[config.mk]
export PLATFORM = sky130hd
export DESIGN_NAME = cs_range_ctrl
export DESIGN_NICKNAME = d
export VERILOG_FILES = /design/src/rtl/cs_range_ctrl.sv
export SDC_FILE = /design/constraint.sdc
export NUM_CORES = 1
export LEC_CHECK = 0
export ABC_AREA = 0
export BUFFER_PORTS_ARGS = -buffer_cell sky130_fd_sc_hd__buf_2
export CORE_UTILIZATION = 51
export DETAILED_ROUTE_END_ITERATION = 16
export PLACE_DENSITY = 0.85
export SLEW_MARGIN = 25
export SYNTH_ARGS = -nofsm -noshare
export SYNTH_HDL_FRONTEND = slang
export SYNTH_SLANG_ARGS = --single-unit
[constraint.sdc]
create_clock -name clk -period 3.9 [get_ports clk]
set_input_delay 0.195 -clock clk [delete_from_list [all_inputs] [get_ports clk]]
set_output_delay 0.195 -clock clk [all_outputs]
set_load 0.03 [all_outputs]
[src/rtl/cs_range_ctrl.sv]
module cs_range_ctrl #(
  parameter int NCH   = 2,
  parameter int RES_W = 10,
  parameter int AW    = 4,
  parameter int CW    = (NCH > 1) ? $clog2(NCH) : 1
) (
  input  logic             clk,
  input  logic             rst_n,
  input  logic             reg_wr,
  input  logic             reg_rd,
  input  logic [AW-1:0]    reg_addr,
  input  logic [15:0]      reg_wdata,
  output logic [15:0]      reg_rdata,
  input  logic [NCH-1:0]   ch_on,
  input  logic [NCH-1:0]   ch_steady,
  input  logic [NCH-1:0]   below_entry,
  input  logic [NCH-1:0]   above_exit,
  input  logic             conv_done,
  input  logic [CW-1:0]    conv_ch,
  input  logic [RES_W-1:0] conv_data,
  output logic [NCH-1:0]   sense_en,
  output logic [NCH-1:0]   low_range,
  output logic [NCH-1:0]   gain_x8
);

  localparam int PADC = 16 - 3;
  localparam int PADR = 16 - RES_W - 2;

  logic             gdis_q;
  logic [NCH-1:0]   low_q, scale_q, cdis_q, seff_q, rdy_q;
  logic [RES_W-1:0] res_q [NCH];
  logic [NCH-1:0]   wr_cfg, rd_res, cap;

  wire unused_wdata = ^reg_wdata[15:3];

  always_ff @(posedge clk or negedge rst_n)
    if (!rst_n)                      gdis_q <= 1'b0;
    else if (reg_wr && reg_addr == '0) gdis_q <= reg_wdata[0];

  assign low_range = low_q;
  assign gain_x8   = low_q & scale_q;

  for (genvar c = 0; c < NCH; c++) begin : g_ch
    assign wr_cfg[c]   = reg_wr && reg_addr == AW'(2*c + 1);
    assign rd_res[c]   = reg_rd && reg_addr == AW'(2*c + 2);
    assign sense_en[c] = !gdis_q && !cdis_q[c] && ch_on[c] && ch_steady[c];
    assign cap[c]      = conv_done && conv_ch == CW'(c) && sense_en[c];

    always_ff @(posedge clk or negedge rst_n)
      if (!rst_n) begin
        low_q[c]   <= 1'b0;
        scale_q[c] <= 1'b0;
        cdis_q[c]  <= 1'b0;
      end else begin
        if (wr_cfg[c]) begin
          low_q[c]   <= reg_wdata[0] && below_entry[c] && !above_exit[c];
          scale_q[c] <= reg_wdata[1];
          cdis_q[c]  <= reg_wdata[2];
        end else if (above_exit[c]) begin
          low_q[c]   <= 1'b0;
        end
      end

    always_ff @(posedge clk or negedge rst_n)
      if (!rst_n) begin
        res_q[c]  <= '0;
        seff_q[c] <= 1'b0;
        rdy_q[c]  <= 1'b0;
      end else if (cap[c]) begin
        res_q[c]  <= conv_data;
        seff_q[c] <= gain_x8[c];
        rdy_q[c]  <= 1'b1;
      end else if (rd_res[c]) begin
        rdy_q[c]  <= 1'b0;
      end


    entry_cond_chk: assert property (@(posedge clk) disable iff (!rst_n)
      $rose(low_q[c]) |-> $past(below_entry[c]) && $past(wr_cfg[c]));

    auto_exit_chk: assert property (@(posedge clk) disable iff (!rst_n)
      (low_q[c] && above_exit[c]) |=> !low_q[c]);

    no_reentry_chk: assert property (@(posedge clk) disable iff (!rst_n)
      (!low_q[c] && !wr_cfg[c]) |=> !low_q[c]);

    ready_set_chk: assert property (@(posedge clk) disable iff (!rst_n)
      cap[c] |=> rdy_q[c]);

    ignored_conv_chk: assert property (@(posedge clk) disable iff (!rst_n)
      (conv_done && !sense_en[c]) |=> $stable(res_q[c]) && $stable(seff_q[c]));
  end

  always_comb begin
    reg_rdata = '0;
    if (reg_addr == '0) reg_rdata = {15'b0, gdis_q};
    for (int c = 0; c < NCH; c++) begin
      if (reg_addr == AW'(2*c + 1))
        reg_rdata = {{PADC{1'b0}}, cdis_q[c], scale_q[c], low_q[c]};
      if (reg_addr == AW'(2*c + 2))
        reg_rdata = {{PADR{1'b0}}, rdy_q[c], seff_q[c], res_q[c]};
    end
  end

endmodule

==> results of run 1 <==
## routing by layer
metal | global-route usage (%) | vias up | part of all wire [%]
met5 | 0 | - | 0
met2 | 39.3 | 29 | 56
li1 | - | 540 | -
met3 | 8.62 | 8 | 4.5
met4 | 9.06 | 0 | 1.4
met1 | 24.9 | 582 | 38
## sequential cells by signal, summed over array words and instances (netlist names)
| signal | count |
|---|---|
| res_q | 20 |
| scale_q | 2 |
| cdis_q | 2 |
| seff_q | 2 |
| rdy_q | 2 |
| low_range | 2 |
| gdis_q | 1 |
## report_power, final
part           internal (mW)  switching [mW]
clock                  0.106          0.0995
sequential             0.403          0.0516
combinational          0.106          0.0800
## cells in the mapped netlist
| master | instances |
|---|---|
| nor3_1 | 2 |
| nand3b_1 | 3 |
| buf_6 | 1 |
| mux2_4 | 9 |
| a22o_1 | 9 |
| nor2b_1 | 2 |
| o221ai_1 | 2 |
| nor2_1 | 3 |
| a31oi_1 | 1 |
| nor4bb_1 | 1 |
| a21oi_1 | 2 |
| buf_2 | 4 |
| nand4_1 | 1 |
| mux2_2 | 18 |
| buf_4 | 4 |
| nand2b_1 | 2 |
| conb_1 | 1 |
| mux2i_1 | 2 |
| or4b_4 | 1 |
| o21ai_0 | 3 |
| a21o_1 | 1 |
| inv_1 | 1 |
| a21bo_2 | 1 |
| nor4b_1 | 1 |
| dfrtp_1 | 31 |
| nand3b_4 | 1 |
| a311oi_1 | 1 |
| nor4b_2 | 1 |
| nand3_1 | 2 |
| and2_1 | 2 |
| and4_1 | 1 |
| nand2_1 | 6 |
## kinds of logic (layout without fill, tap and decap cells)
| logic type | count (synthesis) | after routing | share of synthesized area [%] |
|---|---|---|---|
| flip-flops | 31 | 31 | 50.0 |
| other | 1 | 4 | 0.242 |
| buffers and inverters | 10 | 58 | 4.19 |
| multiplexers | 29 | 29 | 23.0 |
| AND/OR/NAND/NOR | 29 | 29 | 12.7 |
| AO/OA/AOI/OAI | 20 | 20 | 9.91 |
## through the flow
step	util [%]	worst slack, ns	instance area, um2	instances	total power [mW]
2_1_floorplan	-	2.18	1560	123	0.584
3_5_place_dp	63.7	1.95	1800	193	0.648
4_1_cts	66.5	1.95	1880	202	0.856
5_1_grt	66.5	1.88	1880	202	0.900
6_report	66.5	1.94	1880	202	0.846
3_3_place_gp	63.4	1.82	1790	193	0.627
## worst max-delay path, stage by stage
cell	delay, ns
buf_2	0.17
nor4b_2	0.94
a22o_1	0.25
buf_2	0.20
## area by class of cell
type	count	area (um2)
multi-input combinational	82	743
sequential	31	776
clock buffer	8	68.8
timing repair buffer	49	250
fill	214	948
tap	31	38.8
inverter	1	3.75
## path summary, 6_finish.rpt
path | slack (ns) | startpoint | end | cells after the start
setup / recovery | 1.94 | reg_addr[0] | reg_rdata[4] | 4
hold reg to reg | 0.49 | rdy_q[1] | rdy_q[1] | 1
min in group asynchronous | 0.44 | rst_n | gdis_q | 2
setup reg to reg | 2.00 | gdis_q | res_q[8] | 3
max in group asynchronous | 3.03 | rst_n | res_q[15] | 2
hold / removal | 0.12 | conv_data[0] | res_q[10] | 2
==> out/metrics.csv, run 1 <==
metric;value;unit
pwr dens;450;mW/mm2
most frequent cells in the layout;48 x buf_2, 31 x dfrtp_1, 18 x mux2_2;
sequential share of the synthesized area;50.0;%
setup TNS;0;ns
fmax;511;MHz
starting density of the core;54.9;%
commonest non-fill, non-tap cell in the layout;buf_2;
pin count of the biggest net entering global routing;32;
CTS tree;built;
H-Tree Level Count;2;
hold_ws;0.123;ns
Setup CP Type;input port to primary output;
Final period util;50.1;%
largest area contributor in the netlist;dfrtp_1;
P_leak;0.950;nW
via-per-instance ratio;5.74;
post-route ant nets;0;
Chip Width;57.2;um
Final Slew Violations;0;
grt total ovfl;0;
FF+latch count, synth;31;
Fin. Hold Viols;0;
total CTS buffers;5;
I/O pins;66;
crit path DAT;1.76;ns
top cells by area, synth;dfrtp_1 50%, mux2_2 13%, mux2_4 8.7%, a22o_1 5.1%, buf_4 1.9%;
Cell variety after synth;32;
post-DR wirelength/cell;16.0;um
Setup Fix Bufs, Post-CTS;0;
vias in the first global route;1230;
Max VDD drop;0.000248;V
Synth Cell Area;0.00155;mm2
status;finished with violations;
Final HPWL DP;2460;um
drt pass-1 iters;11;
via count;1159;
first-pass GRT wire length;5550;um
Post-Route WL;3230;um
Clock Path Buffers;2;
Worst-Skew Late Latency;0.32;ns
Mapped Cells;120;
DRC Markers;4;
RSZ-0062 raised after global routing;no;
Final Setup Violations;0;
Final Wtd Congestion;0.854;
post-CTS sizing;0;
count of warnings emitted by yosys;0;
CTS sink cnt;31;
initial antenna violation count;0;
P&R area growth vs syn;21.1;%
CP Launch Type;input port;
CP endpoint kind;primary output;
worst slew pin tran;1.06;ns
Worst-path clk slew;0.09;ns
Global Route Usage Sum;22.6;%
Die H;57.2;um
Final nets;214;
Core ar.;0.00283;mm2
num rows;19;
failing checks;design-rule violations;
# diodes;0;
Max-slew headroom;29.3;%
drt first-iter violations;44;
fraction of layout cells with a size suffix above 1;51.5;%
Worst Hold Class;input port to flop;
Die Footprint;0.00327;mm2
worst path required time;3.70;ns
Layout Skew;0.00662;ns
# hold bufs at CTS;1;
Port Buffer Count;48;
clock root cell;clkbuf_4;
Max-cap violations;0;
CP max FO;12;
Syn Area/Cell;12.9;um2
top cell type's share of synthesized area;50.0;%
clock period minus final worst setup slack;1.96;ns
Note: power is estimated with default switching activity, not from simulation.
==> run 2, diff against run 1 <==
Settings changed: ABC_AREA 0 to 1, CORE_UTILIZATION 51 to 44, PLACE_DENSITY 0.85 to 0.76.
Clock period 3.9 ns to 1.6 ns, I/O delays scaled along.
==> out/metrics.csv, run 2 <==
metric;value;unit
worst path required time;1.52;ns
post-synthesis xor/xnor area fraction;0;%
Post-Route WL;3970;um
count of warnings emitted by yosys;0;
grt peak-use layer;met2;
P&R area growth vs syn;21.8;%
critical-path cell list;nor3_4 -> buf_4 -> buf_2;
drt first-iter violations;89;
clock root cell;clkbuf_8;
commonest non-fill, non-tap cell in the layout;nand2_1;
post-route ant nets;0;
Max-cap violations;0;
critical path depth;3;
# diodes;0;
GR Util met3;5.00;%
Worst Hold Class;input port to flop;
Max stage delay on crit path;0.45;ns
via-per-instance ratio;5.16;
most frequent cells in the layout;78 x nand2_1, 54 x nand3_1, 48 x buf_2;
num rows;22;
worst slew pin tran;0.670;ns
CP max FO;12;
Post-synth top cells;78 x nand2_1, 54 x nand3_1, 31 x dfrtp_1;
DRC Markers;0;
Worst path slowest cell;dfrtp_1;
CP Launch Type;flop;
Mapped Cells;220;
post-synthesis simple-gate area fraction;42.4;%
R2R depth;4;
GR Util met1;30.7;%
fraction of layout cells with a size suffix above 1;28.9;%
clock power share;31.9;%
grt met2 use;36.0;%
sw frac;30.3;%
first-pass GRT wire length;7160;um
Setup Fix Bufs, Post-CTS;0;
pwr dens;1010;mW/mm2
Fin. Hold Viols;0;
pin count of the biggest net entering global routing;32;
mux contribution to synthesized area;0;%
I/O pins;66;
Synth Flop Type;dfrtp_1;
Buf/Inv on CP;2;
Die H;64.2;um
Max VDD drop;0.000460;V
starting density of the core;46.2;%
Synth Cell Area;0.00170;mm2
Psw;0.637;mW
Final Setup Violations;0;
CTS sink cnt;31;
CTS tree;built;
critical path's top delay family;flip-flops;
Layout Skew;0.00514;ns
most frequent cell after synthesis;nand2_1;
via count;1657;
Chip Width;64.2;um
post-DR wirelength/cell;12.4;um
grt total ovfl;0;
number of synthesized flops with an enable pin;0;
vias in the first global route;1556;
drt pass-1 iters;4;
sequential share of the synthesized area;45.5;%
H-Tree Level Count;2;
largest family of logic cells by synthesized area;simple AND/OR/NAND/NOR gates;
Max-slew headroom;55.3;%
FF+latch count, synth;31;
clock period minus final worst setup slack;1.48;ns
Final HPWL DP;2880;um
Setup CP Type;flop to primary output;
Final Slew Violations;0;
Final Wtd Congestion;0.847;
Final nets;316;
initial antenna violation count;0;
Biggest register;res_q;
# hold bufs at CTS;1;
ys async rst share;100;%
worst hold stages;3;
Core ar.;0.00369;mm2
CP endpoint kind;primary output;
Global Route Usage Sum;22.8;%
post-CTS sizing;0;
Syn Area/Cell;7.75;um2
fin util;56.3;%
complex-gate fraction of the synthesized area;2.06;%
Flop pwr share;49.1;%
Largest register FFs;20;
top cells by area, synth;dfrtp_1 46%, nand2_1 17%, nand3_1 16%, buf_4 3.5%, inv_1 2.2%;
top cell type's share of synthesized area;45.5;%
P_leak;1.18;nW
fmax;675;MHz
Worst-path clk slew;0.07;ns
Port Buffer Count;48;
total CTS buffers;5;
largest area contributor in the netlist;dfrtp_1;
Cell variety after synth;19;
Worst-Skew Late Latency;0.28;ns
Die Footprint;0.00413;mm2
status;complete, no violations;
area share of fa/ha/maj cells after synthesis;0;%
crit path DAT;1.40;ns
Cell Int Power;1.47;mW
RSZ-0062 raised after global routing;no;
combinational share of power;18.9;%
setup TNS;0;ns
Clock Path Buffers;2;
Final period util;92.6;%
[run 2: cell count changes after synthesis, sizes merged, moves of 4 or more]
| cell | before | now |
|---|---|---|
| nand3 | 2 | 57 |
| nand2 | 6 | 80 |
| inv | 1 | 13 |
| a22o | 9 | 0 |
| buf | 9 | 15 |
| mux2 | 27 | 0 |
| nor2 | 3 | 9 |
| o21ai | 3 | 7 |
[run 2: final timing paths]
kind / startpoint / to / slack [ns]
worst max-delay path: gdis_q / sense_en[1] / 0.12
worst min-delay path: conv_data[0] / res_q[10] / 0.04
worst max register to register: gdis_q / seff_q[1] / 0.43
worst min register to register: rdy_q[0] / rdy_q[0] / 0.47
max in group asynchronous: rst_n / scale_q[1] / 0.79
min in group asynchronous: rst_n / res_q[7] / 0.37
[run 2: layout make-up]
cell class	count	area [um2]
Inverter	14	52.6
Multi-Input combinational cell	163	773
Fill cell	356	1610
Tap cell	48	60.1
Timing Repair Buffer	57	310
Clock buffer	7	96.3
Sequential cell	31	776
Clock inverter	1	7.51
[run 2: per-stage QoR]
stage	power (mW)	instance area [um2]	worst slack [ns]	hold WS, ns	instances
after global routing	2.24	2080	0.0234	0.0438	321
after detailed placement	1.44	1960	0.386	0.158	312
after CTS	2.12	2080	0.109	0.0328	321
after floorplan	1.30	1720	0.499	-0.216	223
final	2.10	2080	0.118	0.0366	321
after global placement	1.43	1960	0.395	0.155	312
[run 2: cell families after synthesis]
logic type	Yosys count
simple gates	152
flops	31
buf+inv	29
compound gates	7
other cells	1
[run 2: power groups by stage]
stage | logic (mW) | registers [mW] | clock network [mW]
2_1_floorplan | 0.279 | 1.02 | 0
3_3_place_gp | 0.387 | 1.04 | 0
3_5_place_dp | 0.400 | 1.04 | 0
4_1_cts | 0.402 | 1.03 | 0.686
5_1_grt | 0.454 | 1.06 | 0.727
6_report | 0.398 | 1.03 | 0.672
[run 2: worst register-to-register path: stages, from the launching register on]
cell and delay [ns]:
dfrtp_1 0.45, nor3_4 0.22, nand2_2 0.21, nand2_1 0.11, nand2_1 0.06
[run 2: routing by layer]
| layer | part of all wire, % | up-vias | wire (um) |
|---|---|---|---|
| li1 | - | 807 | - |
| met1 | 46 | 794 | 1840 |
| met2 | 47 | 50 | 1850 |
| met3 | 5.4 | 6 | 213 |
| met4 | 1.5 | 0 | 61 |
| met5 | 0 | - | 0 |
==> run 3, diff against run 2 <==
Settings changed: ABC_AREA 1 to unset, CORE_UTILIZATION 44 to 42, PLACE_DENSITY 0.76 to 0.75.
==> out/metrics.csv, run 3 (synthesis gave the netlist of run 1 again) <==
metric;value;unit
clock power share;33.1;%
H-Tree Level Count;2;
crit path DAT;1.75;ns
via count;1179;
initial antenna violation count;0;
CP endpoint kind;flop;
Worst-path clk slew;0.07;ns
fmax;631;MHz
Die H;62.8;um
dpl cells;213;
commonest non-fill, non-tap cell in the layout;buf_2;
Area after DPL;0.00186;mm2
drt pass-1 iters;4;
Psw;0.611;mW
I/O pins;66;
pin count of the biggest net entering global routing;32;
# diodes;0;
Final nets;221;
Largest register FFs;20;
Final Setup Violations;0;
CTS sink cnt;31;
first-pass GRT wire length;5780;um
most frequent cells in the layout;48 x buf_2, 31 x dfrtp_1, 18 x mux2_2;
starting density of the core;45.1;%
Layout Skew;0.00703;ns
grt total ovfl;0;
Final HPWL DP;2450;um
Max VDD drop;0.000726;V
Port Buffer Count;48;
RSZ-0062 raised after global routing;yes;
num rows;21;
Worst-Skew Late Latency;0.28;ns
worst path required time;1.76;ns
Biggest register;res_q;
post-DR wirelength/cell;15.1;um
CP max FO;6;
Final Slew Violations;0;
Core ar.;0.00344;mm2
Cell Int Power;1.77;mW
Worst Hold Class;input port to flop;
Post-Layout Cell Count;224;
Clock Path Buffers;2;
CP Launch Type;flop;
fin util;58.3;%
via-per-instance ratio;5.26;
CTS tree;built;
DRC Markers;0;
Fin. Hold Viols;0;
post-route cell area;0.00201;mm2
Max-cap violations;0;
P&R area growth vs syn;29.3;%
Post-Route WL;3370;um
Flop pwr share;46.4;%
drt first-iter violations;29;
Final Wtd Congestion;0.783;
fraction of layout cells with a size suffix above 1;54.5;%
total CTS buffers;5;
Max-slew headroom;54.7;%
Global Route Usage Sum;19.2;%
Final period util;99.1;%
Setup CP Type;flop to flop;
combinational share of power;20.5;%
Chip Width;62.8;um
pwr dens;1190;mW/mm2
worst slew pin tran;0.679;ns
P_leak;1.00;nW
sw frac;25.6;%
Die Footprint;0.00394;mm2
vias in the first global route;1252;
clock period minus final worst setup slack;1.59;ns
status;complete, no violations;
post-route ant nets;0;
clock root cell;clkbuf_8;
-- run 3: final timing paths --
kind,cells past startpoint,slack (ns),to,start
worst max-delay path,3,0.01,res_q[11],cdis_q[0]
worst min-delay path,2,0.04,res_q[15],conv_data[5]
worst max register to register,3,0.01,res_q[11],cdis_q[0]
worst min register to register,1,0.50,rdy_q[1],rdy_q[1]
max in group asynchronous,2,0.79,scale_q[0],rst_n
min in group asynchronous,2,0.38,res_q[12],rst_n
-- run 3: layout make-up --
cell class | instances | area, um2
timing repair buffer | 55 | 299
inverter | 1 | 3.75
sequential | 31 | 776
multi-input combinational | 83 | 754
clock buffer | 6 | 82.6
tap | 46 | 57.6
fill | 286 | 1430
clock inverter | 2 | 35.0
-- run 3: metrics by stage --
step	hold WS (ns)	TNS [ns]	worst slack, ns	power (mW)
2_1_floorplan	-0.216	0	0.00808	1.43
3_3_place_gp	0.139	-0.123	-0.0148	1.56
3_5_place_dp	0.162	-0.184	-0.0234	1.59
4_1_cts	0.0343	-0.00534	-0.00534	2.40
5_1_grt	0.0441	-0.0481	-0.0195	2.51
6_report	0.0408	0	0.0148	2.38
-- run 3: layer usage --
metal | wire, um | GRT usage [%] | up-vias | part of all wire, %
met5 | 0 | 0 | - | 0
met4 | 36 | 6.10 | 0 | 1.1
met3 | 156 | 5.11 | 4 | 4.6
met2 | 1780 | 34.8 | 40 | 53
met1 | 1400 | 21.8 | 582 | 41
li1 | - | - | 553 | -
-- run 3: timing repair --
| action | in CTS | in global routing |
|---|---|---|
| buffers inserted | 0 | 1 |
| hold endpoints to repair | 31 | 0 |
| hold buffers | 1 | 0 |
| gates cloned | 1 | 0 |
| endpoints found under the setup margin | 11 | 17 |
| gates resized for setup | 1 | 1 |
-- run 3: worst max-delay path, cell delays in order (launching register included) --
cell and delay (ns):
dfrtp_1 0.38, nand3b_4 0.17, or4b_4 0.58, mux2_4 0.34
-- run 3: power by group through the flow --
stage,sequential (mW),clock (mW),combinational (mW)
floorplan,1.08,0,0.347
global placement,1.10,0,0.458
detailed placement,1.11,0,0.480
CTS,1.11,0.810,0.487
global route,1.13,0.845,0.536
finish,1.10,0.788,0.489
